$ cat config.mk
export PLATFORM = sky130hd
export DESIGN_NAME = xcvr_rst_seq
export DESIGN_NICKNAME = d
export VERILOG_FILES = /design/src/rtl/rstseq_pkg.sv /design/src/rtl/rstseq_sync.sv /design/src/rtl/rstseq_datapath.sv /design/src/rtl/rstseq_ctrl.sv /design/src/rtl/xcvr_rst_seq.sv
export SDC_FILE = /design/constraint.sdc
export NUM_CORES = 1
export LEC_CHECK = 0
export ABC_CLOCK_PERIOD_IN_PS = 1300
export BUFFER_PORTS_ARGS = -buffer_cell sky130_fd_sc_hd__buf_2
export CAP_MARGIN = 20
export CORE_AREA = 8 8 45 47
export DETAILED_ROUTE_END_ITERATION = 8
export DIE_AREA = 0 0 53 55
export SLEW_MARGIN = 20
export SYNTH_ARGS = -nofsm -noshare
export SYNTH_HDL_FRONTEND = slang
export SYNTH_SLANG_ARGS = --single-unit
$ cat constraint.sdc
create_clock -name clk -period 1.3 [get_ports clk]
set_clock_uncertainty 0.15 [all_clocks]
set_input_delay 0.13 -clock clk [delete_from_list [all_inputs] [get_ports clk]]
set_output_delay 0.13 -clock clk [all_outputs]
set_load 0.01 [all_outputs]
$ cat src/rtl/rstseq_pkg.sv
package rstseq_pkg;

  // sequencer phases, in the order they are visited
  typedef enum logic [1:0] {
    ST_KICK   = 2'd0,
    ST_TXWAIT = 2'd1,
    ST_RXWAIT = 2'd2,
    ST_LIVE   = 2'd3
  } seqState_t;

  // control -> datapath strobes
  typedef struct packed {
    logic txPulse;
    logic txFinish;
    logic rxFinish;
  } seqStrobe_t;

  // datapath -> control events
  typedef struct packed {
    logic txRise;
    logic rxRise;
  } seqEvent_t;

  localparam int LANES = 2;
  localparam int LANE_TX = 0;
  localparam int LANE_RX = 1;

endpackage

$ cat src/rtl/rstseq_sync.sv
module rstseq_sync #(
  parameter int STAGES = 2
) (
  input  logic clk,
  input  logic sysRst,
  input  logic asyncIn,
  output logic riseOut
);
  localparam int TOP = STAGES - 1;

  logic [TOP:0] chain;
  logic         prevQ;

  generate
    if (STAGES == 1) begin : g_single
      always_ff @(posedge clk) begin
        if (sysRst) chain <= '0;
        else        chain <= asyncIn;
      end
    end else begin : g_multi
      always_ff @(posedge clk) begin
        if (sysRst) chain <= '0;
        else        chain <= {chain[TOP-1:0], asyncIn};
      end
    end
  endgenerate

  always_ff @(posedge clk) begin
    if (sysRst) prevQ <= 1'b0;
    else        prevQ <= chain[TOP];
  end

  assign riseOut = chain[TOP] & ~prevQ;
endmodule

$ cat src/rtl/rstseq_datapath.sv
module rstseq_datapath
  import rstseq_pkg::*;
#(
  parameter int SYNC_STAGES = 2
) (
  input  logic       clk,
  input  logic       sysRst,
  input  logic       txDoneIn,
  input  logic       rxDoneIn,
  input  seqStrobe_t strobe,
  output seqEvent_t  ev,
  output logic       txRstOut,
  output logic       rxRstOut,
  output logic       txReady,
  output logic       rxReady
);
  logic [LANES-1:0] doneRaw;
  logic [LANES-1:0] doneRise;

  assign doneRaw[LANE_TX] = txDoneIn;
  assign doneRaw[LANE_RX] = rxDoneIn;

  generate
    for (genvar g = 0; g < LANES; g++) begin : g_lane
      rstseq_sync #(.STAGES(SYNC_STAGES)) u_sync (
        .clk     (clk),
        .sysRst  (sysRst),
        .asyncIn (doneRaw[g]),
        .riseOut (doneRise[g])
      );
    end
  endgenerate

  assign ev.txRise = doneRise[LANE_TX];
  assign ev.rxRise = doneRise[LANE_RX];

  logic txRstQ, rxRstQ, txRdyQ, rxRdyQ;

  always_ff @(posedge clk) begin
    if (sysRst) begin
      txRstQ <= 1'b0;
      rxRstQ <= 1'b0;
      txRdyQ <= 1'b0;
      rxRdyQ <= 1'b0;
    end else begin
      txRstQ <= strobe.txPulse;
      if (strobe.txFinish) begin
        txRdyQ <= 1'b1;
        rxRstQ <= 1'b1;
      end
      if (strobe.rxFinish) begin
        rxRstQ <= 1'b0;
        rxRdyQ <= 1'b1;
      end
    end
  end

  assign txRstOut = txRstQ;
  assign rxRstOut = rxRstQ;
  assign txReady  = txRdyQ;
  assign rxReady  = rxRdyQ;
endmodule

$ cat src/rtl/rstseq_ctrl.sv
module rstseq_ctrl
  import rstseq_pkg::*;
(
  input  logic       clk,
  input  logic       sysRst,
  input  seqEvent_t  ev,
  output seqStrobe_t strobe
);
  seqState_t stateQ, stateNxt;

  always_ff @(posedge clk) begin
    if (sysRst) stateQ <= ST_KICK;
    else        stateQ <= stateNxt;
  end

  always_comb begin
    stateNxt = stateQ;
    strobe   = '0;
    unique case (stateQ)
      ST_KICK: begin
        strobe.txPulse = 1'b1;
        stateNxt       = ST_TXWAIT;
      end
      ST_TXWAIT: begin
        if (ev.txRise) begin
          strobe.txFinish = 1'b1;
          stateNxt        = ST_RXWAIT;
        end
      end
      ST_RXWAIT: begin
        if (ev.rxRise) begin
          strobe.rxFinish = 1'b1;
          stateNxt        = ST_LIVE;
        end
      end
      ST_LIVE: stateNxt = ST_LIVE;
      default: stateNxt = ST_KICK;
    endcase
  end
endmodule

$ cat src/rtl/xcvr_rst_seq.sv
module xcvr_rst_seq
  import rstseq_pkg::*;
#(
  parameter int SYNC_STAGES = 2
) (
  input  logic clk,
  input  logic sysRst,
  input  logic txDoneIn,
  input  logic rxDoneIn,
  output logic txRstOut,
  output logic rxRstOut,
  output logic txReady,
  output logic rxReady
);
  seqStrobe_t strobe;
  seqEvent_t  ev;

  rstseq_ctrl u_ctrl (
    .clk    (clk),
    .sysRst (sysRst),
    .ev     (ev),
    .strobe (strobe)
  );

  rstseq_datapath #(.SYNC_STAGES(SYNC_STAGES)) u_dp (
    .clk      (clk),
    .sysRst   (sysRst),
    .txDoneIn (txDoneIn),
    .rxDoneIn (rxDoneIn),
    .strobe   (strobe),
    .ev       (ev),
    .txRstOut (txRstOut),
    .rxRstOut (rxRstOut),
    .txReady  (txReady),
    .rxReady  (rxReady)
  );
endmodule

# [Word level (Yosys, flattened, before mapping)]
# Index checks and enable logic that the tools add are counted.
[totals] elab_cells=29 ff_bits=12 input_bits=4 output_inout_bits=4
[classes] bitwise=4 eq_ne=5 muxes=8 reduce_logical=3
[op_table] op="one-hot mux 2 bit (4 select lines)" count=1
[op_table] op="2-to-1 mux 1 bit" count=5
[op_table] op="== test 2 bit, second input constant" count=2
[op_table] op="2-to-1 mux 2 bit" count=2
[op_table] op="!= test 2 x 1 -> 1 bit, second input constant" count=2
[op_table] op="AND 1 bit" count=2
[op_table] op="== test 2 x 1 -> 1 bit, second input constant" count=1
[op_table] op="zero test 2 bit" count=1
[op_table] op="NOT 1 bit" count=2
[op_table] op="AND reduction 2 bit" count=1
[op_table] op="OR reduction 2 bit" count=1

# [Logic depth before layout (Yosys ltp)]
[depth] ltp_word=5 mapped_depth=3 depth_no_buf=2

# [By module]
# A second synthesis with hierarchy kept.
[unflattened] cells_unflattened=35 hier_area_um2=376.6
[modules_own_cells] module="rstseq_sync" cells_per_inst=7 area_per_inst_um2=87.6 seq_area_each_um2=60.1 n_inst=2
[modules_own_cells] module="rstseq_datapath" cells_per_inst=11 area_per_inst_um2=115.1 seq_area_each_um2=80.1 n_inst=1
[modules_own_cells] module="rstseq_ctrl" cells_per_inst=10 area_per_inst_um2=86.3 seq_area_each_um2=40.0 n_inst=1

# [Worst setup path before layout]
# No wires, ideal clock.
[synth_path] kind="reg-to-reg" from="register u_dp.g_lane[1].u_sync.prevQ" to="register u_ctrl.stateQ[0]" required_time_ns=1.028 stages_incl_launch_ff=3 setup_ns=0.122 period_less_slack_ns=0.988 path_buffers=0 arrival_ns=0.717 path_slack_ns=0.312 path_cell_list="dfxtp_1 > and2b_1 > o311a_1"
[synth_via] elab_chain_len=4
[synth_rtl] element="from (decl)" line="rstseq_sync.sv:12" text="logic prevQ;"
[synth_rtl] element="from (signal assigned)" line="rstseq_sync.sv:30" text="else prevQ <= chain[TOP];"
[synth_rtl] element="NOT 1 bit" line="rstseq_sync.sv:33" text="assign riseOut = chain[TOP] & ~prevQ;"
[synth_rtl] element="AND 1 bit" line="rstseq_sync.sv:33"
[synth_rtl] element="!= test 2 x 1 -> 1 bit (no line)"
[synth_rtl] element="AND reduction 2 bit (no line)"
[synth_rtl] element="to (signal assigned)" line="rstseq_ctrl.sv:13" text="else stateQ <= stateNxt;"
[synth_rtl] element="to (decl)" line="rstseq_ctrl.sv:9" text="seqState_t stateQ, stateNxt;"
# No other way between the ends.
# A chain may end at the register's enable or synchronous reset.

# [Final worst setup path]
[layout_path] from="register u_ctrl.stateQ[1]" to="register u_ctrl.stateQ[0]"
[layout_via] elab_chain_len=3 word_cells_on_any_way=8 cone_classes="eq/ne (5); mux (1); reduce/logical (2)"
[layout_rtl] element="== test 2 bit or == test 2 x 1 -> 1 bit (tied branches)" line="rstseq_ctrl.sv:19" text="unique case (stateQ)"
[layout_rtl] element="!= test 2 x 1 -> 1 bit (no line)"
[layout_rtl] element="AND reduction 2 bit (no line)"
# Parallel ways exist; a longest one is shown, timed or not.

==> impl_metrics.env <==
export IMPL_status="finished, final reports clean"
export IMPL_antennaDiodeCount=0
export IMPL_rows=14
export IMPL_clock_latency_ns=0.26
export IMPL_worstHoldStart="sysRst"
export IMPL_power_density_nw_per_um2=1350
export IMPL_yosysSeqAreaShare=0.632
export IMPL_port_buffers=7
export IMPL_start_util=0.275
export IMPL_avgSynthCellArea_um2=11.5
export IMPL_drc=0
export IMPL_cts_hold_buf=2
export IMPL_crit_family="flip-flops"
export IMPL_final_antenna_net_count=0
export IMPL_grtUsageTotal=0.0505
export IMPL_die_h_um=55
export IMPL_cp_max_fo=4
export IMPL_grt_max_degree=13
export IMPL_die_w_um=53
export IMPL_maxSlewViolCount=0
export IMPL_cts_tree="built"
export IMPL_synth_cells=33
export IMPL_rsz0062_at_grt="no"
export IMPL_drtPass1Iterations=1
export IMPL_drive_gt1_frac=0.227
export IMPL_wl_per_cell_um=9.37
export IMPL_root_buffer="clkbuf_4"
export IMPL_hold_viol_final=0
export IMPL_path_cells="inv_1 -> o311a_1"
export IMPL_final_cells=60
export IMPL_cp_required_ns=1.30
export IMPL_grt_ovfl_total=0
export IMPL_synth_edf_count=0
export IMPL_arrival_ns=1.02
export IMPL_slowest_stage="dfxtp_1"
export IMPL_nNetsFinal=50
export IMPL_worst_pin_slew_ns=0.196
export IMPL_dp_cells=55
export IMPL_async_reset_ff_frac=0
export IMPL_syn_num_nets=37
export IMPL_synth_area_um2=380
export IMPL_synth_seq_cells=12
export IMPL_antenna_found_initial=0
export IMPL_post_route_util=0.340
export IMPL_crit_type="reg -> reg"
export IMPL_cp_startpoint="u_ctrl.stateQ[1]"
export IMPL_cap_viol_max_count=0
export IMPL_cts_resized_gates=0
export IMPL_dp_hpwl_um=409
export IMPL_post_cts_buffers=0
export IMPL_fin_crit_sh=0.785
export IMPL_reg2reg_from="u_ctrl.stateQ[1]"
export IMPL_synth_ff_type="dfxtp_1"
export IMPL_num_fill_cells=142
export IMPL_clock_sinks=12
export IMPL_relSlewSlack=0.869
export IMPL_clock_path_buffers=2
export IMPL_io_pins=8
export IMPL_ir_drop_v=0.000538
export IMPL_synthDistinctLibCells=14
export IMPL_power_leakage_nw=0.201
export IMPL_num_vias=251
export IMPL_synth_most_common_cell="dfxtp_1"
export IMPL_h_tree_depth=1
export IMPL_grt_pass1_vias=226
export IMPL_yosysWarnings=0
export IMPL_syn_to_final_growth_pct=23.7
export IMPL_wirelength_um=562
export IMPL_regArea_um2=240
export IMPL_slowest_delay_ns=0.36
export IMPL_fin_crit_ns=1.02
export IMPL_grt_first_pass_wirelength_um=959
export IMPL_setup_viol=0
export IMPL_clkSlewWorstSetupHoldPaths_ns=0.06
export IMPL_whs_ns=0.0231
export IMPL_synth_top_cell_area_share=0.632
export IMPL_fmax_mhz=980
export IMPL_hold_path_class="in -> reg"
export IMPL_place_congestion=0.621
export IMPL_multiInputGateArea_um2=121
export IMPL_dieArea_um2=2920
export IMPL_core_area_um2=1380
export IMPL_synth_top_area_cell="dfxtp_1"
export IMPL_synthTopCellsByCount="dfxtp_1 (12), nor2b_1 (6), inv_1 (3)"
export IMPL_final_setup_tns_ns=0
export IMPL_drt_initial_drc_count=0
export IMPL_synth_area_leaders="dfxtp_1 (63%), nor2b_1 (9.9%), and4bb_1 (3.3%)"
export IMPL_via_per_inst=4.18
export IMPL_start_kind="register"
export IMPL_numCtsBuffers=3
export IMPL_crit_path_end_kind="register"
export IMPL_worst_path_buf_inv=1
[final timing paths]
path	slack, ns	end	depth (start not counted)
max	0.28	u_ctrl.stateQ[0]	2
max reg2reg	0.28	u_ctrl.stateQ[0]	2
min	0.02	u_ctrl.stateQ[1]	2
min reg2reg	0.29	u_dp.g_lane[0].u_sync.chain[1]	1
[layout make-up]
cell class	instances	area share
Timing Repair Buffer	9	0.117
Tap cell	16	0.0426
Multi-Input combinational cell	17	0.258
Clock buffer	3	0.0479
Sequential cell	12	0.511
Inverter	3	0.0239
[sequential cells by signal, summed over array words and instances (netlist names)]
signal and cells:
u_dp.rxRstOut 1, u_dp.rxReady 1, u_dp.g_lane.u_sync.chain 4, u_dp.txRstOut 1, u_dp.txReady 1, u_dp.g_lane.u_sync.prevQ 2, u_ctrl.stateQ 2
[layer usage]
layer | up-vias | track usage | wire (um) | part of all wire
met5 | - | 0 | 0 | 0
met4 | 0 | 0.0388 | 0 | 0
met3 | 0 | 0.0561 | 73 | 0.13
met2 | 11 | 0.0586 | 209 | 0.37
met1 | 106 | 0.0493 | 279 | 0.50
li1 | 134 | - | - | -
[report_power, final]
part | switching, mW | internal (mW)
clock network | 0.102 | 0.107
registers | 0.00717 | 0.383
logic | 0.0156 | 0.0213
[cell families (layout without fill, tap and decap cells)]
logic type / Yosys count / count (layout) / synth area share
DFF: 12 / 12 / 0.632
and+or+nand+nor: 12 / 12 / 0.230
AOI/OAI and AO/OA: 5 / 5 / 0.0888
buffers and inverters: 4 / 15 / 0.0493
[placed cells by master, fill, tap and decap left out]
cell type	synthesis	routed
inv_1	3	3
and2b_1	1	1
and4bb_1	1	1
a21oi_1	2	2
nor2b_1	6	6
dfxtp_1	12	12
clkbuf_4	0	3
o21a_1	1	1
nand2b_1	1	1
o22ai_1	1	1
o311a_1	1	1
nand3b_1	1	1
buf_2	0	7
nor3_1	1	1
nand4bb_1	1	1
dlygate4sd3_1	0	2
[through the flow]
stage / instance area (um^2) / setup slack [ns] / power [mW]
2_1_floorplan: 380 / 0.312 / 0.421
3_3_place_gp: 428 / 0.278 / 0.432
3_5_place_dp: 428 / 0.280 / 0.432
4_1_cts: 470 / 0.271 / 0.653
5_1_grt: 470 / 0.219 / 0.682
6_report: 470 / 0.279 / 0.636
Power figures use the tool's default switching activity.
